`src/rtl/clkcfg_pkg.sv`:
```
package clkcfg_pkg;

   typedef enum logic [3:0] {
      LS_IDLE,
      LS_ADDR,
      LS_ADDR_ACK,
      LS_CMD,
      LS_CMD_ACK,
      LS_WDATA,
      LS_WDATA_ACK,
      LS_RDATA,
      LS_RACK,
      LS_SKIP
   } link_state_e;

   // three-level strap: 00 low, 01 mid, 1x high
   function automatic logic [1:0] strap_to_mode(input logic [1:0] code);
      case (code)
         2'b00:   return 2'b00;
         2'b01:   return 2'b01;
         default: return 2'b11;
      endcase
   endfunction

   function automatic logic [6:0] strap_to_addr(input logic [1:0] code,
                                                 input logic [6:0] a_lo,
                                                 input logic [6:0] a_mid,
                                                 input logic [6:0] a_hi);
      case (code)
         2'b00:   return a_lo;
         2'b01:   return a_mid;
         default: return a_hi;
      endcase
   endfunction

endpackage

```
`src/rtl/clkcfg_sync.sv`:
```
module clkcfg_sync #(
   parameter int          W       = 1,
   parameter int          STAGES  = 2,
   parameter logic [W-1:0] RST_VAL = '0
) (
   input  logic         clk,
   input  logic         rst_n,
   input  logic [W-1:0] d,
   output logic [W-1:0] q
);
   generate
      if (STAGES < 2) begin : g_bad_stages
         $error("clkcfg_sync needs at least two stages");
      end
      for (genvar b = 0; b < W; b++) begin : g_bit
         logic [STAGES-1:0] chain;
         always_ff @(posedge clk or negedge rst_n) begin
            if (!rst_n) chain <= {STAGES{RST_VAL[b]}};
            else        chain <= {chain[STAGES-2:0], d[b]};
         end
         assign q[b] = chain[STAGES-1];
      end
   endgenerate
endmodule

```
`src/rtl/clkcfg_bus_cond.sv`:
```
module clkcfg_bus_cond (
   input  logic clk,
   input  logic rst_n,
   input  logic scl_s,
   input  logic sda_s,
   output logic start_p,
   output logic stop_p,
   output logic scl_rise,
   output logic scl_fall
);
   logic scl_p, sda_p;

   always_ff @(posedge clk or negedge rst_n) begin
      if (!rst_n) begin
         scl_p <= 1'b1;
         sda_p <= 1'b1;
      end else begin
         scl_p <= scl_s;
         sda_p <= sda_s;
      end
   end

   // data line edges while the clock line stays high
   assign start_p  = scl_s & scl_p & sda_p & ~sda_s;
   assign stop_p   = scl_s & scl_p & ~sda_p & sda_s;
   assign scl_rise = scl_s & ~scl_p;
   assign scl_fall = ~scl_s & scl_p;
endmodule

```
`src/rtl/clkcfg_strap_cap.sv`:
```
module clkcfg_strap_cap
   import clkcfg_pkg::*;
#(
   parameter logic [6:0] ADDR_LO  = 7'b1101011,
   parameter logic [6:0] ADDR_MID = 7'b1101100,
   parameter logic [6:0] ADDR_HI  = 7'b1101101
) (
   input  logic       clk,
   input  logic       rst_n,
   input  logic       pg_s,
   input  logic [1:0] addr_strap,
   input  logic [1:0] mode_strap,
   output logic       ready,
   output logic       cap_pulse,
   output logic [6:0] bus_addr,
   output logic [1:0] mode_rb
);
   assign cap_pulse = pg_s & ~ready;

   always_ff @(posedge clk or negedge rst_n) begin
      if (!rst_n) begin
         ready    <= 1'b0;
         bus_addr <= ADDR_LO;
         mode_rb  <= 2'b00;
      end else if (cap_pulse) begin
         ready    <= 1'b1;
         bus_addr <= strap_to_addr(addr_strap, ADDR_LO, ADDR_MID, ADDR_HI);
         mode_rb  <= strap_to_mode(mode_strap);
      end
   end
endmodule

```
`src/rtl/clkcfg_regfile.sv`:
```
module clkcfg_regfile #(
   parameter int N_OUT    = 8,
   parameter int NUM_REGS = 12,
   parameter int IDX_EN   = 0,
   parameter int IDX_MODE = 1,
   parameter int IDX_STOP = 11,
   parameter int IDX_W    = $clog2(NUM_REGS)
) (
   input  logic             clk,
   input  logic             rst_n,
   input  logic             wr_en,
   input  logic [IDX_W-1:0] wr_idx,
   input  logic [7:0]       wr_data,
   input  logic [IDX_W-1:0] rd_idx,
   output logic [7:0]       rd_data,
   input  logic             cap_pulse,
   input  logic [1:0]       cap_mode,
   input  logic [1:0]       mode_rb,
   output logic [N_OUT-1:0] out_en,
   output logic [1:0]       pll_mode_ctl,
   output logic [1:0]       stop_level
);
   logic [7:0] view [NUM_REGS];

   generate
      for (genvar i = 0; i < NUM_REGS; i++) begin : g_reg
         localparam logic [IDX_W-1:0] MY_IDX = IDX_W'(i);
         wire hit = wr_en && (wr_idx == MY_IDX);

         if (i == IDX_EN) begin : g_en
            logic [N_OUT-1:0] en_q;
            always_ff @(posedge clk or negedge rst_n) begin
               if (!rst_n)   en_q <= '1;
               else if (hit) en_q <= wr_data[N_OUT-1:0];
            end
            assign out_en  = en_q;
            assign view[i] = 8'(en_q);
         end else if (i == IDX_MODE) begin : g_mode
            logic [1:0] ctl_q;
            always_ff @(posedge clk or negedge rst_n) begin
               if (!rst_n)         ctl_q <= 2'b00;
               else if (cap_pulse) ctl_q <= cap_mode;
               else if (hit)       ctl_q <= wr_data[4:3];
            end
            assign pll_mode_ctl = ctl_q;
            assign view[i]      = {mode_rb, 1'b0, ctl_q, 3'b000};
         end else if (i == IDX_STOP) begin : g_stop
            logic [1:0] lvl_q;
            always_ff @(posedge clk or negedge rst_n) begin
               if (!rst_n)   lvl_q <= 2'b00;
               else if (hit) lvl_q <= wr_data[1:0];
            end
            assign stop_level = lvl_q;
            assign view[i]    = {6'b0, lvl_q};
         end else begin : g_hole
            assign view[i] = 8'h00;
         end
      end
   endgenerate

   always_comb begin
      rd_data = 8'h00;
      for (int k = 0; k < NUM_REGS; k++)
         if (rd_idx == IDX_W'(k)) rd_data = view[k];
   end
endmodule

```
`src/rtl/clkcfg_link.sv`:
```
module clkcfg_link
   import clkcfg_pkg::*;
#(
   parameter int NUM_REGS = 12,
   parameter int IDX_W    = $clog2(NUM_REGS)
) (
   input  logic             clk,
   input  logic             rst_n,
   input  logic             start_p,
   input  logic             stop_p,
   input  logic             scl_rise,
   input  logic             scl_fall,
   input  logic             sda_s,
   input  logic             ready,
   input  logic [6:0]       bus_addr,
   input  logic [7:0]       rd_data,
   output logic             sda_oe,
   output logic             wr_en,
   output logic [IDX_W-1:0] reg_idx,
   output logic [7:0]       wr_data
);
   localparam logic [7:0] NREG8 = 8'(NUM_REGS);

   link_state_e state;
   logic [3:0]  cnt;
   logic [7:0]  sh;
   logic        rw;
   logic        mst_ack;

   wire rx_done = scl_fall && (cnt == 4'd8);
   assign wr_data = sh;

   always_ff @(posedge clk or negedge rst_n) begin
      if (!rst_n) begin
         state   <= LS_IDLE;
         cnt     <= 4'd0;
         sh      <= 8'h00;
         rw      <= 1'b0;
         mst_ack <= 1'b0;
         sda_oe  <= 1'b0;
         wr_en   <= 1'b0;
         reg_idx <= '0;
      end else begin
         wr_en <= 1'b0;
         if (start_p) begin
            state  <= LS_ADDR;
            cnt    <= 4'd0;
            sda_oe <= 1'b0;
         end else if (stop_p) begin
            state  <= LS_IDLE;
            sda_oe <= 1'b0;
         end else begin
            case (state)
               LS_ADDR, LS_CMD, LS_WDATA: begin
                  if (scl_rise && cnt != 4'd8) begin
                     sh  <= {sh[6:0], sda_s};
                     cnt <= cnt + 4'd1;
                  end else if (rx_done) begin
                     if (state == LS_ADDR) begin
                        if (ready && sh[7:1] == bus_addr) begin
                           rw     <= sh[0];
                           sda_oe <= 1'b1;
                           state  <= LS_ADDR_ACK;
                        end else begin
                           state <= LS_SKIP;
                        end
                     end else if (state == LS_CMD) begin
                        if (sh < NREG8) begin
                           reg_idx <= sh[IDX_W-1:0];
                           sda_oe  <= 1'b1;
                           state   <= LS_CMD_ACK;
                        end else begin
                           state <= LS_SKIP;
                        end
                     end else begin
                        wr_en  <= 1'b1;
                        sda_oe <= 1'b1;
                        state  <= LS_WDATA_ACK;
                     end
                  end
               end
               LS_ADDR_ACK: if (scl_fall) begin
                  cnt <= 4'd0;
                  if (rw) begin
                     sh     <= rd_data;
                     sda_oe <= ~rd_data[7];
                     state  <= LS_RDATA;
                  end else begin
                     sda_oe <= 1'b0;
                     state  <= LS_CMD;
                  end
               end
               LS_CMD_ACK: if (scl_fall) begin
                  sda_oe <= 1'b0;
                  cnt    <= 4'd0;
                  state  <= LS_WDATA;
               end
               LS_WDATA_ACK: if (scl_fall) begin
                  sda_oe <= 1'b0;
                  state  <= LS_SKIP;
               end
               LS_RDATA: begin
                  if (scl_rise) begin
                     cnt <= cnt + 4'd1;
                  end else if (scl_fall) begin
                     if (cnt == 4'd8) begin
                        sda_oe <= 1'b0;
                        state  <= LS_RACK;
                     end else begin
                        sh     <= {sh[6:0], 1'b0};
                        sda_oe <= ~sh[6];
                     end
                  end
               end
               LS_RACK: begin
                  if (scl_rise) begin
                     mst_ack <= ~sda_s;
                  end else if (scl_fall) begin
                     if (mst_ack) begin
                        sh     <= rd_data;
                        sda_oe <= ~rd_data[7];
                        cnt    <= 4'd0;
                        state  <= LS_RDATA;
                     end else begin
                        state <= LS_SKIP;
                     end
                  end
               end
               default: ;
            endcase
         end
      end
   end
endmodule

```
`src/rtl/clkcfg_smbus_slave.sv`:
```
module clkcfg_smbus_slave
   import clkcfg_pkg::*;
#(
   parameter int         N_OUT       = 8,
   parameter int         NUM_REGS    = 12,
   parameter int         IDX_EN      = 0,
   parameter int         IDX_MODE    = 1,
   parameter int         IDX_STOP    = 11,
   parameter int         SYNC_STAGES = 2,
   parameter logic [6:0] ADDR_LO     = 7'b1101011,
   parameter logic [6:0] ADDR_MID    = 7'b1101100,
   parameter logic [6:0] ADDR_HI     = 7'b1101101
) (
   input  logic             clk,
   input  logic             rst_n,
   input  logic             pwr_good,
   input  logic [1:0]       addr_strap,
   input  logic [1:0]       mode_strap,
   input  logic             scl_in,
   input  logic             sda_in,
   output logic             sda_oe,
   output logic             cfg_ready,
   output logic [N_OUT-1:0] out_en,
   output logic [1:0]       pll_mode_ctl,
   output logic [1:0]       stop_level
);
   localparam int IDX_W = $clog2(NUM_REGS);

   generate
      if (N_OUT < 1 || N_OUT > 8) begin : g_bad_nout
         $error("N_OUT must be 1..8");
      end
      if (NUM_REGS < 2 || NUM_REGS > 256) begin : g_bad_nregs
         $error("NUM_REGS must be 2..256");
      end
      if (IDX_EN >= NUM_REGS || IDX_MODE >= NUM_REGS || IDX_STOP >= NUM_REGS) begin : g_bad_idx
         $error("register index outside the file");
      end
      if (IDX_EN == IDX_MODE || IDX_EN == IDX_STOP || IDX_MODE == IDX_STOP) begin : g_dup_idx
         $error("register indices must differ");
      end
   endgenerate

   logic       pg_s, scl_q, sda_q;
   logic       start_p, stop_p, scl_rise, scl_fall;
   logic       cap_pulse;
   logic [6:0] bus_addr;
   logic [1:0] mode_rb;
   logic       wr_en;
   logic [IDX_W-1:0] reg_idx;
   logic [7:0] wr_data, rd_data;

   clkcfg_sync #(.W(3), .STAGES(SYNC_STAGES), .RST_VAL(3'b011)) u_sync (
      .clk(clk), .rst_n(rst_n),
      .d({pwr_good, scl_in, sda_in}),
      .q({pg_s, scl_q, sda_q})
   );

   clkcfg_bus_cond u_cond (
      .clk(clk), .rst_n(rst_n), .scl_s(scl_q), .sda_s(sda_q),
      .start_p(start_p), .stop_p(stop_p), .scl_rise(scl_rise), .scl_fall(scl_fall)
   );

   clkcfg_strap_cap #(.ADDR_LO(ADDR_LO), .ADDR_MID(ADDR_MID), .ADDR_HI(ADDR_HI)) u_strap (
      .clk(clk), .rst_n(rst_n), .pg_s(pg_s),
      .addr_strap(addr_strap), .mode_strap(mode_strap),
      .ready(cfg_ready), .cap_pulse(cap_pulse),
      .bus_addr(bus_addr), .mode_rb(mode_rb)
   );

   clkcfg_link #(.NUM_REGS(NUM_REGS), .IDX_W(IDX_W)) u_link (
      .clk(clk), .rst_n(rst_n),
      .start_p(start_p), .stop_p(stop_p), .scl_rise(scl_rise), .scl_fall(scl_fall),
      .sda_s(sda_q), .ready(cfg_ready), .bus_addr(bus_addr), .rd_data(rd_data),
      .sda_oe(sda_oe), .wr_en(wr_en), .reg_idx(reg_idx), .wr_data(wr_data)
   );

   clkcfg_regfile #(
      .N_OUT(N_OUT), .NUM_REGS(NUM_REGS), .IDX_EN(IDX_EN),
      .IDX_MODE(IDX_MODE), .IDX_STOP(IDX_STOP), .IDX_W(IDX_W)
   ) u_regs (
      .clk(clk), .rst_n(rst_n),
      .wr_en(wr_en), .wr_idx(reg_idx), .wr_data(wr_data),
      .rd_idx(reg_idx), .rd_data(rd_data),
      .cap_pulse(cap_pulse), .cap_mode(strap_to_mode(mode_strap)), .mode_rb(mode_rb),
      .out_en(out_en), .pll_mode_ctl(pll_mode_ctl), .stop_level(stop_level)
   );
endmodule

```
`config.mk`:
```
export PLATFORM = sky130hd
export DESIGN_NAME = clkcfg_smbus_slave
export DESIGN_NICKNAME = d
export VERILOG_FILES = /design/src/rtl/clkcfg_pkg.sv /design/src/rtl/clkcfg_sync.sv /design/src/rtl/clkcfg_bus_cond.sv /design/src/rtl/clkcfg_strap_cap.sv /design/src/rtl/clkcfg_regfile.sv /design/src/rtl/clkcfg_link.sv /design/src/rtl/clkcfg_smbus_slave.sv
export SDC_FILE = /design/constraint.sdc
export NUM_CORES = 1
export LEC_CHECK = 0
export ABC_AREA = 1
export ABC_CLOCK_PERIOD_IN_PS = 2200
export CAP_MARGIN = 10
export CORE_ASPECT_RATIO = 0.9
export CORE_MARGIN = 2
export CORE_UTILIZATION = 45
export DETAILED_ROUTE_END_ITERATION = 8
export DONT_BUFFER_PORTS = 1
export GPL_ROUTABILITY_DRIVEN = 0
export PLACE_DENSITY = 0.63
export SLEW_MARGIN = 30
export SYNTH_ARGS = -nofsm -noshare
export SYNTH_HDL_FRONTEND = slang
export SYNTH_HIERARCHICAL = 1
export SYNTH_SLANG_ARGS = --single-unit
```
`constraint.sdc`:
```
create_clock -name clk -period 2.2 [get_ports clk]
set_input_delay 0.33 -clock clk [delete_from_list [all_inputs] [get_ports clk]]
set_output_delay 0.33 -clock clk [all_outputs]
set_load 0.01 [all_outputs]
```
; ---- Word level (Yosys, flattened, before mapping)
; Index checks and enable logic that the tools add are counted.
; Widths: inputs -> output; s select.
[totals]
regBits = 54
inputBits = 9
out_inout_bits = 14
word_cells = 197
[classes]
addsub = 1
magnitude_cmp = 1
eq_ne = 54
n_mux = 79
bitwise_logic = 19
n_reduce_logical = 24
[op_table]
columns = cell, count
row1 = $mux 8, 21
row2 = $mux 4, 25
row3 = $eq 4x3->1 const B, 8
row4 = $ne 4x3->1 const B, 8
row5 = $pmux 8 s4, 1
row6 = $eq 4x4->1 const B, 6
row7 = $mux 1, 24
row8 = $pmux 4 s6, 1
row9 = $reduce_and 12->1, 2
row10 = $eq 4x2->1 const B, 4
row11 = $ne 4x4->1 const B, 4
row12 = $pmux 4 s4, 1
row13 = $reduce_and 8->1, 2
row14 = $ne 2x1->1 const B, 6
row15 = $ne 3x2->1 const B, 4
row16 = $not 1->1, 11
row17 = $reduce_and 11->1, 1
row18 = $and 1x1->1, 8
row19 = $eq 4x1->1 const B, 2
row20 = $lt 8x4->1 const B, 1
row21 = $ne 2x2->1 const B, 4
row22 = $reduce_bool 8->1, 1
row23 = $eq 7x7->1, 1
row24 = $reduce_and 7->1, 1
row25 = 22 further kinds, 31

; ---- Longest topological paths before layout
[logic_depth]
word_depth = 20
depth_mapped = 13
mapped_depth_nobuf = 13

; ---- Cells and area by module
; The synthesis kept the hierarchy.
[by_module_without_submodules]
columns = module, n_inst, cells_each, area_per_inst_um2, seq_area_each_um2
row1 = clkcfg_link, 1, 269, 1793.0, 600.6
row2 = clkcfg_regfile, 1, 93, 718.2, 310.3
row3 = clkcfg_strap_cap, 1, 40, 306.5, 152.6
row4 = clkcfg_sync, 1, 9, 177.7, 155.1
row5 = clkcfg_bus_cond, 1, 13, 93.8, 52.6
row6 = clkcfg_smbus_slave, 1, 4, 15.0, 0.0

; ---- Least setup slack after synthesis
; OpenSTA, ideal clock, no wires.
[synth_timing]
kind = flip-flop to flip-flop
from = reg u_sync.g_bit[0].chain[1]
to = reg u_link.sh[0] (netlist: u_link/wr_data[0])
setup_time_ps = 123
arrival_time_ps = 1749
t_required_ps = 2077
setup_slack_ps = 327
stages_incl_launch_ff = 12
n_path_buf = 2
synth_period_minus_slack_ps = 1873
cell_sequence = dfstp_2 > buf_4 > inv_1 > nand2_1 > nor2_1 > nor2_1 > o21ai_0 > nor3_1 > nand3b_4 > buf_6 > nand2_2 > o21ai_2
[synth_between]
elab_chain_len = 4
word_cells_on_any_way = 8
classes_between = mux: 2 / bitwise: 5 / reduce/logical: 1
[synth_rtl]
columns = item, line_no
row1 = from (decl), clkcfg_sync.sv:16  ; logic [STAGES-1:0] chain;
row2 = from (signal assigned), clkcfg_sync.sv:18  ; if (!rst_n) chain <= {STAGES{RST_VAL[b]}};
row3 = from (signal assigned), clkcfg_sync.sv:19  ; else chain <= {chain[STAGES-2:0], d[b]};
row4 = $not 1->1, clkcfg_bus_cond.sv:24  ; assign start_p = scl_s & scl_p & sda_p & ~sda_s;
row5 = $and 1x1->1, clkcfg_bus_cond.sv:24
row6 = via start_p, clkcfg_smbus_slave.sv:45  ; logic start_p, stop_p, scl_rise, scl_fall;
row7 = $not 1->1 (no line), n/a
row8 = $reduce_and 12->1 (no line), n/a
row9 = to (signal assigned), clkcfg_link.sv:56  ; sh <= {sh[6:0], sda_s};
row10 = to (signal assigned), clkcfg_link.sv:85  ; sh <= rd_data;
row11 = to (signal assigned), clkcfg_link.sv:110  ; sh <= {sh[6:0], 1'b0};
row12 = to (decl), clkcfg_link.sv:26  ; logic [7:0] sh;
; The timed path passes the listed nets, and every way through them passes these cells. The select of a mux whose other input is x is not followed.
; A chain may end at the register's enable or synchronous reset.

; ---- Worst setup path in the final report
[layout_timing]
from = reg u_sync.g_bit[0].chain[1]
to = reg u_link.sh[2] (netlist: u_link/wr_data[2])
; The elaborated chain is that of the path after synthesis.

==> impl_metrics.toml <==
[route]
vias_per_cell = 4.883
drt_iter0_drc = 196
num_vias = 2544
ant_nets = 0
wl_per_cell_um = 12.59
firstDrtPassIters = 4
wirelength_mm = 6.560
drt_drc_violations_left = 0

[floorplan]
rows = 28
die_w_um = 91.55
core-area_mm2 = 0.006621
dieArea_mm2 = 0.007580
pin_count = 23
start_util = 0.4688
die_h_um = 82.80

[sta]
worst_slack_ns = 0.2002
hold_viol_final = 0
timing.final.crit_share = 0.9090
drv_slew = 0
finalSetupViolations = 0
fin_hold_ws_ns = 0.05244
fin_tns_setup_ns = 0
fmax_mhz = 500.1
fin_crit_ns = 2.000
finClkSkew_ns = 0.005281
rsz0062_at_grt = "no"

[power_and_ir_drop]
power_density_mw_per_mm2 = 1067
clkPwrFrac = 0.181
p_comb_frac = 0.450
swShare = 0.4419
seq_power_share = 0.369
internal-power_mw = 1.966
power.switching_mw = 1.556
vdd_drop_max_uv = 470.7
leakage_nw = 1.636

[setup_path]
critPathArrivalTime_ns = 2.19
startpoint = "u_sync/g_bit[0].chain[1]"
reg2reg_from = "u_sync/g_bit[0].chain[1]"
cp_slowest_stage_delay_ns = 0.57
path_max_fanout = 16
cp-start-kind = "flop"
critPathKind = "reg2reg"
required_ns = 2.39
cpMaxStageDelayCell = "dfstp_2"
cp_common_cell = "nand2_1"
end_kind = "flop"
cp_cell_sequence = "inv_1, nand2_1, nor2_1, nor2_2, o21ai_0, nor3_1, nand3b_4, nand2_1, o21ai_2"

[clocking]
cts_buffers = 5
clk_pin_slew_ns = 0.09
cts_tree = "built"
post-cts-setup-buffers = 0
insertion_delay_ns = 0.30
h-tree-depth = 2
clock_sinks = 50
cts_buffer_depth = 2
cts-root-buf = "clkbuf_8"

[logic_synthesis]
netlist_area_mm2 = 0.003104
yosysWarnings = 6
yosysMostFrequentCell = "nand2_1"
synth_edf_count = 0
synth.distinct_cells = 31
synth-seq-area-share = 0.4095
synth_seq_cells = 50
async_reset_ff_frac = 1.000
synth_top_area_share = 0.2741
synthCells = 428
synthFlopType = "dfrtp_1"
syn_avg_cell_area_um2 = 7.253
ys_top_cells_by_area = "dfrtp_1, nand2_1, dfstp_2"
yosysTopAreaCell = "dfrtp_1"
ys_top_cells_by_count = "nand2_1, inv_1, nor2_1"

[hold_path]
min_path_type = "in2reg"
worstHoldStart = "pwr_good"

[placement]
pre_cts_ws_ns = 0.1047
portBuffers = 0
hpwlAfterDp_mm = 4.935

[global_route]
grt_pass1_wl_mm = 11.52
grt_pass1_vias = 2389
grt_usage = 0.1950
grt_max_degree = 51
overflow = 0
antenna_found_initial = 0

[cells_and_area]
diodes = 0
final.fill_count = 653
multi_input_area_mm2 = 0.001473
final_nets = 441
seqCellArea_mm2 = 0.001271
drive_gt1_frac = 0.1555
areaGrowthSynthToFinish_pct = 6.369

[run_status]
outcome = "finished clean"

[job]
max-cap-violations = 0
-- logic make-up after synthesis --
group	after synthesis	share of synthesized area
and+or+nand+nor	240	0.3567
buffers and inverters	84	0.1201
DFF	50	0.4095
AOI/OAI and AO/OA	49	0.1004
adders and majority gates	2	0.008060
other	2	0.002419
xor gates and xnor gates	1	0.002822
-- worst paths after layout --
kind	to	cells after the start	slack [ns]
worst max register to register	u_link/wr_data[2]	9	0.20
worst min-delay path	u_sync/g_bit[2].chain[0]	0	0.05
min in group asynchronous	u_strap/bus_addr[2]	2	0.54
worst max-delay path	u_link/wr_data[2]	9	0.20
worst min register to register	u_sync/g_bit[2].chain[1]	0	0.35
max in group asynchronous	u_regs/out_en[3]	2	1.38
-- routing by layer --
metal  routed length (um)  GRT usage  vias up  share of wire
met4                   74    0.06212        0          0.011
met3                  345    0.04155        7          0.053
met5                    0          0        -              0
met1                 3354     0.2794     1172           0.51
li1                     -          -     1323              -
met2                 2786     0.2963       42           0.42
-- worst max-delay path, delay by kind of cell (launching register included) --
kind,cells,cell delay (ns)
and+or+nand+nor,6,1.09
DFF,1,0.57
AOI/OAI and AO/OA,2,0.18
buffers and inverters,1,0.05
-- power by group through the flow --
stage | Sequential [mW] | Clock (mW) | Combinational [mW]
2_1_floorplan | 1.24 | 0 | 1.35
5_1_grt | 1.33 | 0.701 | 1.82
4_1_cts | 1.30 | 0.667 | 1.56
3_5_place_dp | 1.31 | 0 | 1.53
6_report | 1.30 | 0.637 | 1.58
3_3_place_gp | 1.31 | 0 | 1.52
-- what timing repair did --
| item | in CTS | in global routing |
|---|---|---|
| gates resized for setup | 0 | 2 |
| hold endpoints to repair | 52 | 0 |
| endpoints found under the setup margin | 0 | 9 |
| hold buffers | 4 | 0 |
-- registers in the layout (all words and copies together) (netlist names) --
register,flops
u_link/wr_data,8
u_strap/mode_rb,2
u_link/reg_idx,4
u_link/state,4
u_link/sda_oe,1
u_regs/pll_mode_ctl,2
u_link/rw,1
u_link/wr_en,1
u_sync/g_bit.chain,6
u_cond/scl_p,1
u_link/cnt,4
u_link/mst_ack,1
u_regs/stop_level,2
u_strap/ready,1
u_cond/sda_p,1
u_regs/out_en,8
u_strap/bus_addr,3
-- placed cells by master, fill, tap and decap left out, types with 2 or more instances in the layout --
master         netlist  layout
clkbuf_8             0       5
nor3_1               6       6
nand3_1             25      25
nand2_2              6       7
conb_1               2       4
dlygate4sd3_1        0       3
nand3_4              2       2
dfrtp_1             34      34
nor2_1              37      36
nor2_2               4       5
ha_1                 2       2
inv_2                3       3
o21ai_2             16      16
clkbuf_1             1       2
a21oi_1              4       4
nand4_1             10      10
buf_4                7       2
dfstp_2             16      16
inv_1               68      68
nor2_4               4       4
o21ai_0             27      27
nand2_1            140     139
-- per-stage QoR --
step | utilization | instances | instance area (um2) | power (mW)
2_1_floorplan | - | 430 | 3112 | 2.585
5_1_grt | 0.4987 | 521 | 3302 | 3.855
3_5_place_dp | 0.4732 | 509 | 3133 | 2.847
6_report | 0.4987 | 521 | 3302 | 3.522
4_1_cts | 0.4979 | 521 | 3297 | 3.530
3_3_place_gp | 0.4732 | 509 | 3133 | 2.829
-- area by class of cell --
type / count / area share
clock inverters: 1 / 0.009094
multi-input cells: 296 / 0.4460
well taps: 90 / 0.03410
flip-flops and latches: 50 / 0.3850
inverters: 71 / 0.08071
repair buffers: 6 / 0.02198
clock buffers: 7 / 0.02311
No activity file was read; power rests on OpenSTA's default activity.
